### config.mk
export PLATFORM = sky130hd
export DESIGN_NAME = icseq_top
export DESIGN_NICKNAME = d
export VERILOG_FILES = /design/src/rtl/icseq_pkg.sv /design/src/rtl/icseq_phase_ctr.sv /design/src/rtl/icseq_opdec.sv /design/src/rtl/icseq_top.sv
export SDC_FILE = /design/constraint.sdc
export NUM_CORES = 1
export LEC_CHECK = 0
export BUFFER_PORTS_ARGS = -buffer_cell sky130_fd_sc_hd__buf_4
export CAP_MARGIN = 20
export CORE_UTILIZATION = 43
export DETAILED_ROUTE_END_ITERATION = 7
export PLACE_DENSITY = 0.73
export SYNTH_ARGS = -nofsm -noshare
export SYNTH_HDL_FRONTEND = slang
export SYNTH_SLANG_ARGS = --single-unit
### constraint.sdc
create_clock -name clk -period 3.6 [get_ports clk]
set_input_delay 0.54 -clock clk [delete_from_list [all_inputs] [get_ports clk]]
set_output_delay 0.54 -clock clk [all_outputs]
set_load 0.02 [all_outputs]
### src/rtl/icseq_pkg.sv
package icseq_pkg;
  // fixed phase slots used by the fetch/decode sequence
  localparam int unsigned PH_ADDR   = 0;
  localparam int unsigned PH_FETCH  = 1;
  localparam int unsigned PH_DECODE = 2;
  localparam int unsigned PH_BRANCH = 3;
  localparam int unsigned PH_MEXEC  = 4;

  typedef struct packed {
    logic rr;
    logic io;
    logic mr;
  } cls_stb_t;
endpackage

### src/rtl/icseq_phase_ctr.sv
module icseq_phase_ctr #(
  parameter int unsigned CNT_W = 4,
  localparam int unsigned NPH = 1 << CNT_W
) (
  input  logic           clk,
  input  logic           rst,
  input  logic           adv,
  input  logic           clr,
  output logic [NPH-1:0] t
);
  logic [CNT_W-1:0] cnt_q;

  always_ff @(posedge clk) begin
    if (rst || clr) cnt_q <= '0;
    else if (adv)   cnt_q <= cnt_q + CNT_W'(1);
  end

  for (genvar g = 0; g < NPH; g++) begin : g_dec
    assign t[g] = (cnt_q == CNT_W'(g));
  end

  a_r4_clear_to_zero: assert property (@(posedge clk) disable iff (rst)
    clr |=> t[0]);
  a_r3_advance: assert property (@(posedge clk) disable iff (rst)
    (adv && !clr) |=> (cnt_q == $past(cnt_q) + CNT_W'(1)));
  a_r2_hold: assert property (@(posedge clk) disable iff (rst)
    (!adv && !clr) |=> $stable(cnt_q));
endmodule

### src/rtl/icseq_opdec.sv
module icseq_opdec #(
  parameter int unsigned OPC_W = 3,
  localparam int unsigned NOP = 1 << OPC_W
) (
  input  logic             clk,
  input  logic             rst,
  input  logic             load,
  input  logic [OPC_W-1:0] sel,
  output logic [NOP-1:0]   d_q
);
  logic [NOP-1:0] dec;

  for (genvar g = 0; g < NOP; g++) begin : g_line
    assign dec[g] = (sel == OPC_W'(g));
  end

  always_ff @(posedge clk) begin
    if (rst)       d_q <= '0;
    else if (load) d_q <= dec;
  end

  a_r7_at_most_one: assert property (@(posedge clk) disable iff (rst)
    $onehot0(d_q));
  a_r7_loaded_onehot: assert property (@(posedge clk) disable iff (rst)
    load |=> $onehot(d_q));
endmodule

### src/rtl/icseq_top.sv
module icseq_top #(
  parameter int unsigned WORD_W = 16,
  parameter int unsigned ADDR_W = 12,
  parameter int unsigned SC_W   = 4,
  parameter int unsigned OPC_W  = 3,
  localparam int unsigned NPH   = 1 << SC_W,
  localparam int unsigned NOP   = 1 << OPC_W,
  localparam int unsigned IND_B = WORD_W - 1
) (
  input  logic              clk,
  input  logic              rst,
  input  logic              run_set,
  input  logic              run_clr,
  input  logic              sc_clr,
  input  logic [WORD_W-1:0] mem_rdata,
  output logic [ADDR_W-1:0] mem_addr,
  output logic              mem_rd,
  output logic [NPH-1:0]    phase_t,
  output logic [NOP-1:0]    opc_d,
  output logic              ind_flag,
  output logic [ADDR_W-1:0] pc,
  output logic [ADDR_W-1:0] ar,
  output logic [WORD_W-1:0] ir,
  output logic              rr_stb,
  output logic              io_stb,
  output logic              mr_stb,
  output logic              running
);
  import icseq_pkg::*;

  logic              run_q;
  logic [ADDR_W-1:0] pc_q, ar_q;
  logic [WORD_W-1:0] ir_q;
  logic              ind_q;
  logic [NPH-1:0]    t;
  logic [NOP-1:0]    d;
  logic              is_mref, do_ind;
  cls_stb_t          stb;

  // run flag: halt wins over start
  always_ff @(posedge clk) begin
    if (rst || run_clr) run_q <= 1'b0;
    else if (run_set)   run_q <= 1'b1;
  end

  icseq_phase_ctr #(.CNT_W(SC_W)) u_ctr (
    .clk(clk), .rst(rst), .adv(run_q), .clr(sc_clr), .t(t)
  );

  icseq_opdec #(.OPC_W(OPC_W)) u_dec (
    .clk(clk), .rst(rst),
    .load(run_q && t[PH_DECODE]),
    .sel(ir_q[IND_B-1 -: OPC_W]),
    .d_q(d)
  );

  assign is_mref = !d[NOP-1];
  assign do_ind  = run_q && t[PH_BRANCH] && is_mref && ind_q;

  always_ff @(posedge clk) begin
    if (rst) begin
      pc_q  <= '0;
      ar_q  <= '0;
      ir_q  <= '0;
      ind_q <= 1'b0;
    end else if (run_q) begin
      if (t[PH_ADDR]) ar_q <= pc_q;
      if (t[PH_FETCH]) begin
        ir_q <= mem_rdata;
        pc_q <= pc_q + ADDR_W'(1);
      end
      if (t[PH_DECODE]) begin
        ar_q  <= ir_q[ADDR_W-1:0];
        ind_q <= ir_q[IND_B];
      end
      if (do_ind) ar_q <= mem_rdata[ADDR_W-1:0];
    end
  end

  assign stb.rr = run_q && t[PH_BRANCH] && !is_mref && !ind_q;
  assign stb.io = run_q && t[PH_BRANCH] && !is_mref &&  ind_q;
  assign stb.mr = run_q && t[PH_MEXEC]  &&  is_mref;

  assign mem_addr = ar_q;
  assign mem_rd   = (run_q && t[PH_FETCH]) || do_ind;
  assign phase_t  = t;
  assign opc_d    = d;
  assign ind_flag = ind_q;
  assign pc       = pc_q;
  assign ar       = ar_q;
  assign ir       = ir_q;
  assign rr_stb   = stb.rr;
  assign io_stb   = stb.io;
  assign mr_stb   = stb.mr;
  assign running  = run_q;

  a_r2_no_read_stopped: assert property (@(posedge clk) disable iff (rst)
    !running |-> !mem_rd);
  a_r5_ar_from_pc: assert property (@(posedge clk) disable iff (rst)
    (running && phase_t[0]) |=> (ar == $past(pc)));
  a_r6_pc_step: assert property (@(posedge clk) disable iff (rst)
    (running && phase_t[1]) |=> (pc == $past(pc) + ADDR_W'(1)));
  a_r8_ind_load: assert property (@(posedge clk) disable iff (rst)
    (mem_rd && phase_t[3]) |=> (ar == $past(mem_rdata[ADDR_W-1:0])));
  a_r11_one_class: assert property (@(posedge clk) disable iff (rst)
    $onehot0({rr_stb, io_stb, mr_stb}));
  a_r12_halt_wins: assert property (@(posedge clk) disable iff (rst)
    run_clr |=> !running);
endmodule

* Yosys cells after proc, flatten, opt, wreduce, memory -nomap -nowiden *
Cells that the tools add are included.

word-level totals
  word-level logic and storage cells = 55
  input port bits = 21
  output and inout bits = 82
  register bits after elaboration = 54

cells by class
  eq/ne operators = 22
  muxes and demuxes = 3
  add/subtract/negate cells = 2
  reductions and logical operators = 21

operators with widths
  cell                     count
  $mux W12                 3
  $eq A4 B4 Y1 const B     8
  $eq A4 B3 Y1 const B     4
  $add A12 B1 Y12 const B  1
  $eq A3 B3 Y1 const B     4
  $logic_and A1 B1 Y1      10
  $eq A4 B2 Y1 const B     2
  $eq A3 B2 Y1 const B     2
  $reduce_and A2 Y1        3
  $add A4 B1 Y4 const B    1
  $eq A4 B1 Y1 const B     1
  $logic_not A4 Y1         1
  $eq A3 B1 Y1 const B     1
  $logic_not A3 Y1         1
  $logic_or A1 B1 Y1       3
  $reduce_bool A3 Y1       1
  $logic_not A1 Y1         2

* Logic depth before layout (Yosys ltp) *
Gate-level depths: netlist of the first run.

  word-level depth = 6
  gate-level depth with buffers = 8
  mapped depth without buffers = 6

* Hierarchy *
Synthesis of the first run repeated with hierarchy kept, for this count alone.

unflattened totals
  cells, all modules = 323
  area total of the unflattened synthesis = 2797.7 µm²

modules (own cells, without submodules)
  module           cells each  seq. area each (µm²)  times used  area each (µm²)
  icseq_top        248         840.8                 1           2112.0
  icseq_opdec      34          160.2                 1           345.3
  icseq_phase_ctr  41          80.1                  1           340.3

* Least setup slack after synthesis of the first run *
No wires, ideal clock.

  path type = reg2out
  from = reg u_ctr.cnt_q[0]
  to = out rr_stb
  data arrival time = 1.665 ns
  data required time = 3.060 ns
  stages on the path, launching flop included = 7
  path buffers = 2
  setup slack = 1.395 ns
  path through = dfxtp_1 > ha_1 > nor4bb_1 > buf_2 > clkbuf_1 > nand2_1 > nor2_1

between the ends
  cells in the longest elaborated chain, start to end = 4

RTL lines
  item                               line                   RTL
  start: declaration                 icseq_phase_ctr.sv:11  logic [CNT_W-1:0] cnt_q;
  start signal: assignment           icseq_phase_ctr.sv:15  else if (adv) cnt_q <= cnt_q + CNT_W'(1);
  $eq A4 B2 Y1                       icseq_phase_ctr.sv:19  assign t[g] = (cnt_q == CNT_W'(g));
  $logic_and A1 B1 Y1 (3 in series)  icseq_top.sv:80        assign stb.rr = run_q && t[PH_BRANCH] && !is_mref && !ind_q;
  end: declaration                   icseq_top.sv:24        output logic rr_stb,

No other way between the ends.

* Worst setup path in the final report of the first run *
  from = reg u_ctr.cnt_q[0]
  to = out mem_rd

between the ends
  cells in the longest elaborated chain, start to end = 5
  elaborated cells on any way between the ends = 7
  classes of those cells = eq/ne: 2; reduce/logical: 5

RTL lines
  item                               line                   RTL
  $eq A4 B2 Y1                       icseq_phase_ctr.sv:19
  $logic_and A1 B1 Y1 (3 in series)  icseq_top.sv:58        assign do_ind = run_q && t[PH_BRANCH] && is_mref && ind_q;
  $logic_or A1 B1 Y1 *               icseq_top.sv:85        assign mem_rd = (run_q && t[PH_FETCH]) || do_ind;
  end: declaration                   icseq_top.sv:17        output logic mem_rd,

Mark *: on every way between the ends. The rest lies on a longest branch, timed or not.

==> impl_results.md, run 1 <==
- Largest net degree at the start of global routing: 55
- Vias/cell: ~5.3
- Fillcell total: 568
- First-pass GRT wire length: 10940 µm
- Unrepaired setup endpoints after global routing: no
- Post-Synthesis Cells: between 300 and 400
- Top-level I/O count: slightly above 100
- Worst rel slew slack: 51.04%
- Crit Path Class: flip-flop to output pin
- # rows: 28
- GRT Util Overall: 21.66%
- Syn Std Cell Area: 2671 µm²
- Register area: 1081 µm²
- Met1 Resource Use GR: ~28%
- Sink Count: 54
- Fin crit share: 75.20%
- Die area: 6532 µm²
- Number of port buffers: 102
- Synth Area in Compound Gates: between 10% and 20%
- Synth warn: 0
- CTS H-tree depth: 2
- Sequential fraction of the synthesis area: 40.47%
- Mean Syn Cell Area: 8.348 µm²
- Min-Delay Path Class: input pin to flip-flop
- #FFs+latches synth: 54
- Detailed Routing Iterations Pass 1: 4
- Setup crit end kind: output pin
- ANT cells: 0
- Core area: a little under 6000 µm²
- Area delta synth->final: 30.12%
- Slowest stage delay, CP: ~0.43 ns
- Most used DFF post-synth: dfxtp_1
- Mapped Nets: 346
- Post-route ant nets: 0
- Final hold vios: 0
- CTS Hold Bufs: 0
- Setup bufs post-CTS: 0
- Post-synth EDFFs: 0
- Area occupied by multi-input gates: 1400 µm²
- Area share of and/or/nand/nor cells after synthesis: roughly 28%
- Max-cap violation count: 0
- Worst-Margin Slew: 0.7324 ns
- Crit-path cells: ha_1 > nor4bb_4 > buf_4 > and2_1 > buf_4 > or2_2 > buf_4
- Die Width: 80.82 µm
- Largest family of logic cells by synthesized area: simple AND/OR/NAND/NOR gates
- Routed wire length: 6910 µm
- Vias in the first global route: 2270
- Detailed placer's ending HPWL: slightly below 5000 µm
- Crit-path max FO: 17
- Fin worst setup slack: 0.8928 ns
- Worst Path Buf+Inv: 3
- CP dominant cell by count: buf_4
- Initial DRC count: 171
- Met2 Use GR: 35.88%
- Mean routed wirelength per cell: 14.52 µm
- Layout cells sized above 1: between 30% and 40%
- Leak pwr: 1.432 nW
- Crit start category: flip-flop
- Data arrival time of the worst path: 2.17 ns
- Initial Util: around 45%
- CP delay by family, top: simple AND/OR/NAND/NOR gates
- CTS tree: done
- Antenna violations before repair: 0
- Final nets: 427
- F_max: 0.3694 GHz
- Vias: about 2500
- PwrDens: about 280 nW/µm²
- Post-route DRC: 0
- Slowest CP cell: dfxtp_1
- Gr busiest metal: met2
- Die Ht: 80.82 µm
- # resized after CTS: 0
- Slew Limit Fails: 0
- Num CTS Buffers: 5
- Synth unique cells: 35
- Min Tclk post-route: 2.707 ns
- CTS Buffer Depth: 2
- Final GP Congestion: 0.8005
- FFs w/ async S/R, synth: 0%
- Final setup vio count: 0
- Clk_skew: 0.008072 ns
- Clock slew at reported path FFs: 0.09 ns
- Clock Latency Late Sink: 0.31 ns
- Multiplexer share of the synthesized area: 5.433%
- Post-Synth Adder-Cell Area: under 10%
- Placement Setup Slack: 1.240 ns
- Status: finished clean
- M3 GR Usage: 5.730%
- Clock Root Buffer: clkbuf_8
- Worst IR Drop VDD: approximately 0.2 mV
- XOR/XNOR share of the synthesized area: under 10%
- Critical Path RT: 3.06 ns
- Setup TNS Final: 0 ns
- Total grt overflow: 0
[final cells by class]
| cell class | count | area share [%] |
|---|---|---|
| inverters | 2 | 0.2160 |
| repair buffers | 108 | 23.33 |
| multi-input cells | 230 | 40.28 |
| clock buffers | 5 | 1.980 |
| well taps | 75 | 2.700 |
| clock inverters | 2 | 0.3960 |
| flip-flops and latches | 54 | 31.10 |
[worst reg2reg max path: cells and delay by family (launching register included)]
| family | cells | cell delay (ns) |
|---|---|---|
| compound gates | 3 | 0.88 |
| fa+ha+maj | 1 | 0.28 |
| buf+inv | 1 | 0.25 |
| flops | 1 | 0.43 |
| simple gates | 1 | 0.30 |
[worst paths after layout]
| check | cells after the start | slack, ns | startpoint | endpoint |
|---|---|---|---|---|
| worst max-delay path | 7 | 0.89 | u_ctr.cnt_q[0] | mem_rd |
| worst min-delay path | 2 | 0.38 | run_clr | running |
| worst max register to register | 6 | 1.39 | u_ctr.cnt_q[0] | ar[9] |
| worst min register to register | 2 | 0.47 | u_dec.d_q[1] | u_dec.d_q[1] |
[cells by family (layout without fill, tap and decap cells)]
| kind of cell | Yosys count | count (layout) |
|---|---|---|
| muxes | 13 | 13 |
| DFF | 54 | 54 |
| and+or+nand+nor | 142 | 142 |
| AOI/OAI and AO/OA | 60 | 60 |
| buffers and inverters | 36 | 117 |
| xor gates and xnor gates | 10 | 10 |
| adders and majority gates | 5 | 5 |
[state kept, by name (all words and copies together), names as in the netlist]
signal       count
u_dec.d_q        8
u_ctr.cnt_q      4
pc              12
ind_flag         1
ir              16
ar              12
running          1
[stage by stage]
| stage | instance area, µm² | hold WS [ns] | power, mW | std cells | util (%) |
|---|---|---|---|---|---|
| global route | 3476 | 0.3653 | 1.029 | 476 | 58.36 |
| floorplan | 2671 | 0.5282 | 0.6385 | 320 | - |
| detailed placement | 3393 | 0.4481 | 0.6663 | 469 | 56.97 |
| finish | 3476 | 0.3820 | 0.9871 | 476 | 58.36 |
| global placement | 3393 | 0.4461 | 0.6665 | 469 | 56.97 |
| CTS | 3476 | 0.3775 | 0.9982 | 476 | 58.36 |
[routing by layer]
| layer | vias up | part of all wire, % |
|---|---|---|
| met4 | 0 | 0.49 |
| li1 | 1253 | - |
| met2 | 75 | 51 |
| met3 | 3 | 5.9 |
| met5 | - | 0 |
| met1 | 1191 | 43 |
[synthesized netlist by cell type (2+ instances only)]
cell type | instances | area, µm²
nand2_1 | 62 | 232.7
dfxtp_1 | 54 | 1081
a21oi_1 | 42 | 210.2
nand3b_1 | 13 | 97.59
and2_1 | 12 | 75.07
buf_4 | 12 | 90.09
clkbuf_1 | 12 | 45.04
mux2_2 | 12 | 135.1
o211ai_1 | 12 | 90.09
nor2_1 | 11 | 41.29
buf_2 | 8 | 40.04
xor2_1 | 8 | 70.07
and3_1 | 7 | 43.79
nand3_1 | 6 | 30.03
nand4_1 | 6 | 37.54
ha_1 | 5 | 62.56
nor3_1 | 5 | 25.02
o21ai_0 | 4 | 20.02
or3_1 | 4 | 25.02
nand4b_1 | 3 | 26.28
nor2b_1 | 3 | 18.77
buf_6 | 2 | 22.52
inv_1 | 2 | 7.510
or2_2 | 2 | 12.51
or4b_1 | 2 | 20.02
xnor2_1 | 2 | 17.52
[where the power goes]
part           switching (mW)  internal, mW
Sequential            0.00355         0.599
Combinational          0.0263        0.0237
Clock                   0.200         0.135
Total                   0.230         0.757
[cells in the final DEF (no fill, tap or decap), types with 7 or more instances in the layout]
cell	count
mux2_2	12
and3_1	7
nor2_1	11
a21oi_1	42
xor2_1	8
nand3b_1	13
and2_1	12
nand2_1	62
dfxtp_1	54
o211ai_1	12
buf_4	108
Power figures use the tool's default switching activity.
==> inputs of run 2 (changes only) <==
- clock period: 3.6 -> 2.7 ns (I/O delays scaled with it)
==> run 2 against run 1 <==
Register-to-register slack got worse by 0.92 ns. Critical path depth decreased by 2. Clock power increased by 40%. Via count decreased by 1.7%. Final cell count increased by 0.63%. Combinational power increased by 37%. Global-route usage increased by 0.59 points. Hold slack got worse by 0.13 ns. Non-clock buffer count increased by 2. Clock-buffer cell count increased by 1. Largest power group unchanged.
==> impl_results.md, run 2 (same netlist as run 1, synthesis figures left out) <==
- Final hold slack: 0.2477 ns (-0.1343 ns)
- Largest net degree at the start of global routing: 55 (unchanged)
- Leading cell type in the layout, fill and taps excluded: buf_4
- GRT Util Overall: 22.25% (+0.59 points)
- Clock Root Buffer: clkbuf_8
- Status: finished clean
- Leak pwr: 1.446 nW (+0.94%)
- Antenna violations before repair: 0 (unchanged)
- Max-cap violation count: 0 (unchanged)
- Final setup vio count: 0 (unchanged)
- Total grt overflow: 0 (unchanged)
- # resized after CTS: 0 (unchanged)
- CTS Buffer Depth: 2 (unchanged)
- Setup crit end kind: output pin
- Most frequent cells in the layout: 110 x buf_4, 62 x nand2_1, 54 x dfxtp_1
- Worst-Margin Slew: 0.7794 ns (+0.04703 ns)
- Worst rel slew slack: 47.89% (-3.1 points)
- Crit start category: flip-flop
- Slowest CP cell: nor4bb_4
- Top-level I/O count: 103 (unchanged)
- First-pass GRT wire length: 11360 µm (+3.9%)
- Mean routed wirelength per cell: 14.63 µm (+0.77%)
- ANT cells: 0 (unchanged)
- Unrepaired setup endpoints after global routing: no
- Clock slew at reported path FFs: 0.09 ns (about the same)
- Final hold vios: 0 (unchanged)
- Detailed Routing Iterations Pass 1: 4 (unchanged)
- Core area: 5956 µm² (unchanged)
- Data arrival time of the worst path: 2.09 ns (-0.08 ns)
- Vias/cell: 5.177 (-2.3%)
- Die Ht: 80.82 µm (unchanged)
- # rows: 28 (unchanged)
- Num CTS Buffers: 5 (unchanged)
- Initial DRC count: 173 (+1.2%)
- Sink Count: 54 (unchanged)
- Critical Path RT: 2.30 ns (-0.76 ns)
- Final nets: 429 (+0.47%)
- Initial Util: 44.85% (unchanged)
- Clk_skew: 0.006241 ns (-0.001831 ns)
- PwrDens: 382.4 nW/µm² (+35%)
- Setup TNS Final: 0 ns (unchanged)
- Worst Path Buf+Inv: 1 (-2)
- Clock Latency Late Sink: 0.30 ns (about the same)
- Die Width: 80.82 µm (unchanged)
- CP delay by family, top: simple AND/OR/NAND/NOR gates
- Max reg flops: 16 (unchanged)
- Detailed placer's ending HPWL: 5067 µm (+1.9%)
- Routed wire length: 7007 µm (+1.4%)
- Min-Delay Path Class: input pin to flip-flop
- Post-route DRC: 0 (unchanged)
- Crit-path max FO: 10 (-7)
- F_max: 0.4013 GHz
- Finished Layout Cells: 479 (+0.63%)
- Worst IR Drop VDD: 0.3143 mV (+60%)
- Inst Count DP: 471 (+0.43%)
- Crit-path cells: ha_1 > nor4bb_4 > and2_1 > or2_2 > buf_4
- Vias: 2480 (-1.7%)
- Layout cells sized above 1: 33.17% (+0.50 points)
- Crit Path Class: flip-flop to output pin
- Post-route ant nets: 0 (unchanged)
- Vias in the first global route: 2335 (+2.9%)
- Final GP Congestion: 0.7652 (-4.4%)
- Die area: 6532 µm² (unchanged)
- Slowest stage delay, CP: 0.59 ns (+0.16 ns)
- CTS Hold Bufs: 0 (unchanged)
- CTS H-tree depth: 2 (unchanged)
- Number of port buffers: 102 (unchanged)
- Fin crit share: 92.28%
- Slew Limit Fails: 0 (unchanged)
- Min Tclk post-route: ~2.5 ns
- Setup bufs post-CTS: 0 (unchanged)
- CTS tree: done
- Area delta synth->final: 31.15%
## run 2: layer usage
layer  wire, µm  share of wire (%)  track usage, %  up-vias
li1           -                  -               -     1255
met1       3074                 44           28.67     1157
met2       3507                 50           37.98       63
met3        363                5.2           4.157        5
met4         61               0.87           5.714        0
met5          0                  0               0        -
## run 2: cell type report
| cell class | count | area, µm² |
|---|---|---|
| Clock buffer | 6 | 82.58 |
| Sequential cell | 54 | 1081 |
| Clock inverter | 2 | 12.51 |
| Fill cell | 571 | 2452 |
| Timing Repair Buffer | 110 | 825.8 |
| Multi-Input combinational cell | 230 | 1400 |
| Inverter | 2 | 7.507 |
| Tap cell | 75 | 93.84 |
## run 2: worst paths after layout
kind	to	start	depth (start not counted)	slack [ns]
worst max-delay path	mem_rd	u_ctr.cnt_q[0]	5	0.21
worst min-delay path	running	run_clr	2	0.25
worst max register to register	ar[0]	u_ctr.cnt_q[0]	5	0.47
worst min register to register	u_dec.d_q[1]	u_dec.d_q[1]	2	0.46
## run 2: per-stage QoR
step           total power, mW  worst slack, ns  utilization, %  area (µm²)
2_1_floorplan           0.8513           0.6301               -        2671
3_3_place_gp            0.8894           0.5555           57.23        3408
3_5_place_dp            0.8895           0.4630           57.23        3408
4_1_cts                  1.355           0.1737           58.82        3503
5_1_grt                  1.392          0.02823           58.82        3503
6_report                 1.340           0.2084           58.82        3503
## run 2: power by group
group	total [mW]	leakage (nW)	switching, mW	internal [mW]
combinational	0.0687	0.963	0.0361	0.0326
clock	0.470	0.0472	0.263	0.207
sequential	0.801	0.435	0.00319	0.798
total	1.34	1.45	0.302	1.04
==> inputs of run 3 (changes only) <==
- BUFFER_PORTS_ARGS: -buffer_cell sky130_fd_sc_hd__buf_4 -> -buffer_cell sky130_fd_sc_hd__clkbuf_2
- CELL_PAD_IN_SITES_DETAIL_PLACEMENT: not set -> 1
- CELL_PAD_IN_SITES_GLOBAL_PLACEMENT: not set -> 2
- CORE_UTILIZATION: 43 -> 27
- MAX_ROUTING_LAYER: not set -> met4
- PLACE_DENSITY: 0.73 -> 0.8
==> run 3 against run 2 <==
Hold slack better by 0.0013 ns. Global-route usage is 4.8 points lower. Clock skew increased by 0.0027 ns. Critical path depth shrank 1. First-iteration DRC count fell by 68%. Power grew 7.3%. Utilization down 23 points. Critical endpoint unchanged. Largest power group unchanged.
==> impl_results.md, run 3 (same netlist as run 1, synthesis figures left out) <==
- Worst-Margin Slew: 0.9290 ns (+0.1496 ns)
- Leak pwr: 1.397 nW (-3.4%)
- First-pass GRT wire length: 13430 µm (+18%)
- Clock Root Buffer: clkbuf_8
- Leading cell type in the layout, fill and taps excluded: clkbuf_2
- Critical Path RT: 2.30 ns (about the same)
- CTS H-tree depth: 2 (unchanged)
- Setup TNS Final: 0 ns (unchanged)
- Inst Count DP: 529 (+12%)
- Largest net degree at the start of global routing: 29 (-47%)
- Slew Limit Fails: 0 (unchanged)
- ANT cells: 0 (unchanged)
- Fin worst setup slack: 0.2117 ns (+0.003287 ns)
- # resized after CTS: 0 (unchanged)
- Vias: 2578 (+4.0%)
- Antenna violations before repair: 0 (unchanged)
- CTS tree: done
- Worst IR Drop VDD: 0.1910 mV (-39%)
- Initial Util: 28.37% (-16 points)
- Data arrival time of the worst path: 2.08 ns (about the same)
- Vias/cell: 4.810 (-7.1%)
- Finished Layout Cells: 536 (+12%)
- Die Ht: 101.5 µm (+26%)
- Layout cells sized above 1: 33.66% (+0.49 points)
- Worst rel slew slack: 37.89% (-10 points)
- Final hold slack: 0.2490 ns (+0.001332 ns)
- Routed wire length: 8512 µm (+21%)
- Detailed Routing Iterations Pass 1: 4 (unchanged)
- Min-Delay Path Class: input pin to flip-flop
- Status: finished clean
- Fillcell total: 1167 (+100%)
- # rows: 35 (+25%)
- Area occupied by multi-input gates: 1400 µm² (unchanged)
- Clock Latency Late Sink: 0.31 ns (about the same)
- Unrepaired setup endpoints after global routing: no
- Max reg flops: 16 (unchanged)
- CTS Hold Bufs: 0 (unchanged)
- Crit-path max FO: 13 (+3)
- PwrDens: 427.5 nW/µm² (+12%)
- Fin crit share: 92.16% (-0.12 points)
- Detailed placer's ending HPWL: 6253 µm (+23%)
- F_max: 0.4019 GHz (+0.13%)
- Setup bufs post-CTS: 0 (unchanged)
- Hold depth: 2 (unchanged)
- Vias in the first global route: 2585 (+11%)
- Post-route DRC: 0 (unchanged)
- Sink Count: 54 (unchanged)
- Crit Path Class: flip-flop to output pin
- Final nets: 433 (+0.93%)
- Num CTS Buffers: 5 (unchanged)
- Clk_skew: 0.008901 ns (+0.002660 ns)
- Clock slew at reported path FFs: 0.10 ns (about the same)
- Core area: 9415 µm² (+58%)
- Final GP Congestion: 0.7441 (-2.8%)
- CTS Buffer Depth: 2 (unchanged)
- Placement Setup Slack: 0.4911 ns (+0.02803 ns)
- Area delta synth->final: 25.90%
- Post-route ant nets: 0 (unchanged)
- Die Width: 101.5 µm (+26%)
- GRT Util Overall: 17.46% (-4.8 points)
- Top-level I/O count: 103 (unchanged)
- Total grt overflow: 0 (unchanged)
- Setup crit end kind: output pin
- Final hold vios: 0 (unchanged)
- Max-cap violation count: 0 (unchanged)
- Number of port buffers: 102 (unchanged)
- Reg2reg path depth: 6 (+1)
- Min Tclk post-route: 2.488 ns (-0.003287 ns)
- Register area: 1081 µm² (unchanged)
- Crit start category: flip-flop
- Mean routed wirelength per cell: 15.88 µm (+8.6%)
- Initial DRC count: 56 (-68%)
- Die area: 10300 µm² (+58%)
- Most frequent cells in the layout: 102 x clkbuf_2, 62 x nand2_1, 54 x dfxtp_1
- Final setup vio count: 0 (unchanged)
==> run 3: cell types whose count changed in the layout (fill, tap and decap cells not counted), sizes merged <==
cell / before / now
clkinv: 1 / 0
buf: 110 / 12
clkinvlp: 1 / 0
bufinv: 0 / 1
clkbuf: 6 / 108
==> run 3: final timing paths <==
kind | start | to | slack [ns]
worst min register to register | u_dec.d_q[2] | u_dec.d_q[2] | 0.46
worst max register to register | u_ctr.cnt_q[0] | ar[1] | 0.48
worst max-delay path | u_ctr.cnt_q[0] | mem_rd | 0.21
worst min-delay path | run_clr | running | 0.25
==> run 3: area by class of cell <==
type                            instances  share of cell area [%]
Clock buffer                            6                   2.455
Clock inverter                          1                  0.8929
Inverter                                2                  0.2232
Multi-Input combinational cell        230                   41.63
Sequential cell                        54                   32.14
Tap cell                              129                   4.799
Timing Repair Buffer                  114                   17.86
==> run 3: where the power goes <==
part / switching, mW / leakage [nW] / internal [mW] / total, mW
logic: 0.0386 / 0.905 / 0.0249 / 0.0635
registers: 0.00421 / 0.435 / 0.798 / 0.802
clock network: 0.274 / 0.0573 / 0.297 / 0.572
total: 0.317 / 1.40 / 1.12 / 1.44
==> run 3: metal layers <==
metal  track usage (%)  vias to the layer above  wire length, µm
met5                 -                        -                0
met4             4.125                        0               91
met2             29.98                       59             4201
li1                  -                     1267                -
met3             1.932                        7              241
met1             21.89                     1245             3978
==> run 3: critical path, cell delays in order, from the launching register on <==
cell,delay [ns]
dfxtp_1,0.44
ha_1,0.29
and4bb_1,0.66
or2_2,0.23
clkbuf_2,0.16
==> run 3: through the flow <==
stage / instance area (µm²) / power, mW / util (%)
final: 3363 / 1.438 / 35.72
after global routing: 3363 / 1.488 / 35.72
after CTS: 3363 / 1.465 / 35.72
after detailed placement: 3251 / 0.8858 / 34.52
after global placement: 3251 / 0.8852 / 34.52
after floorplan: 2671 / 0.8513 / -
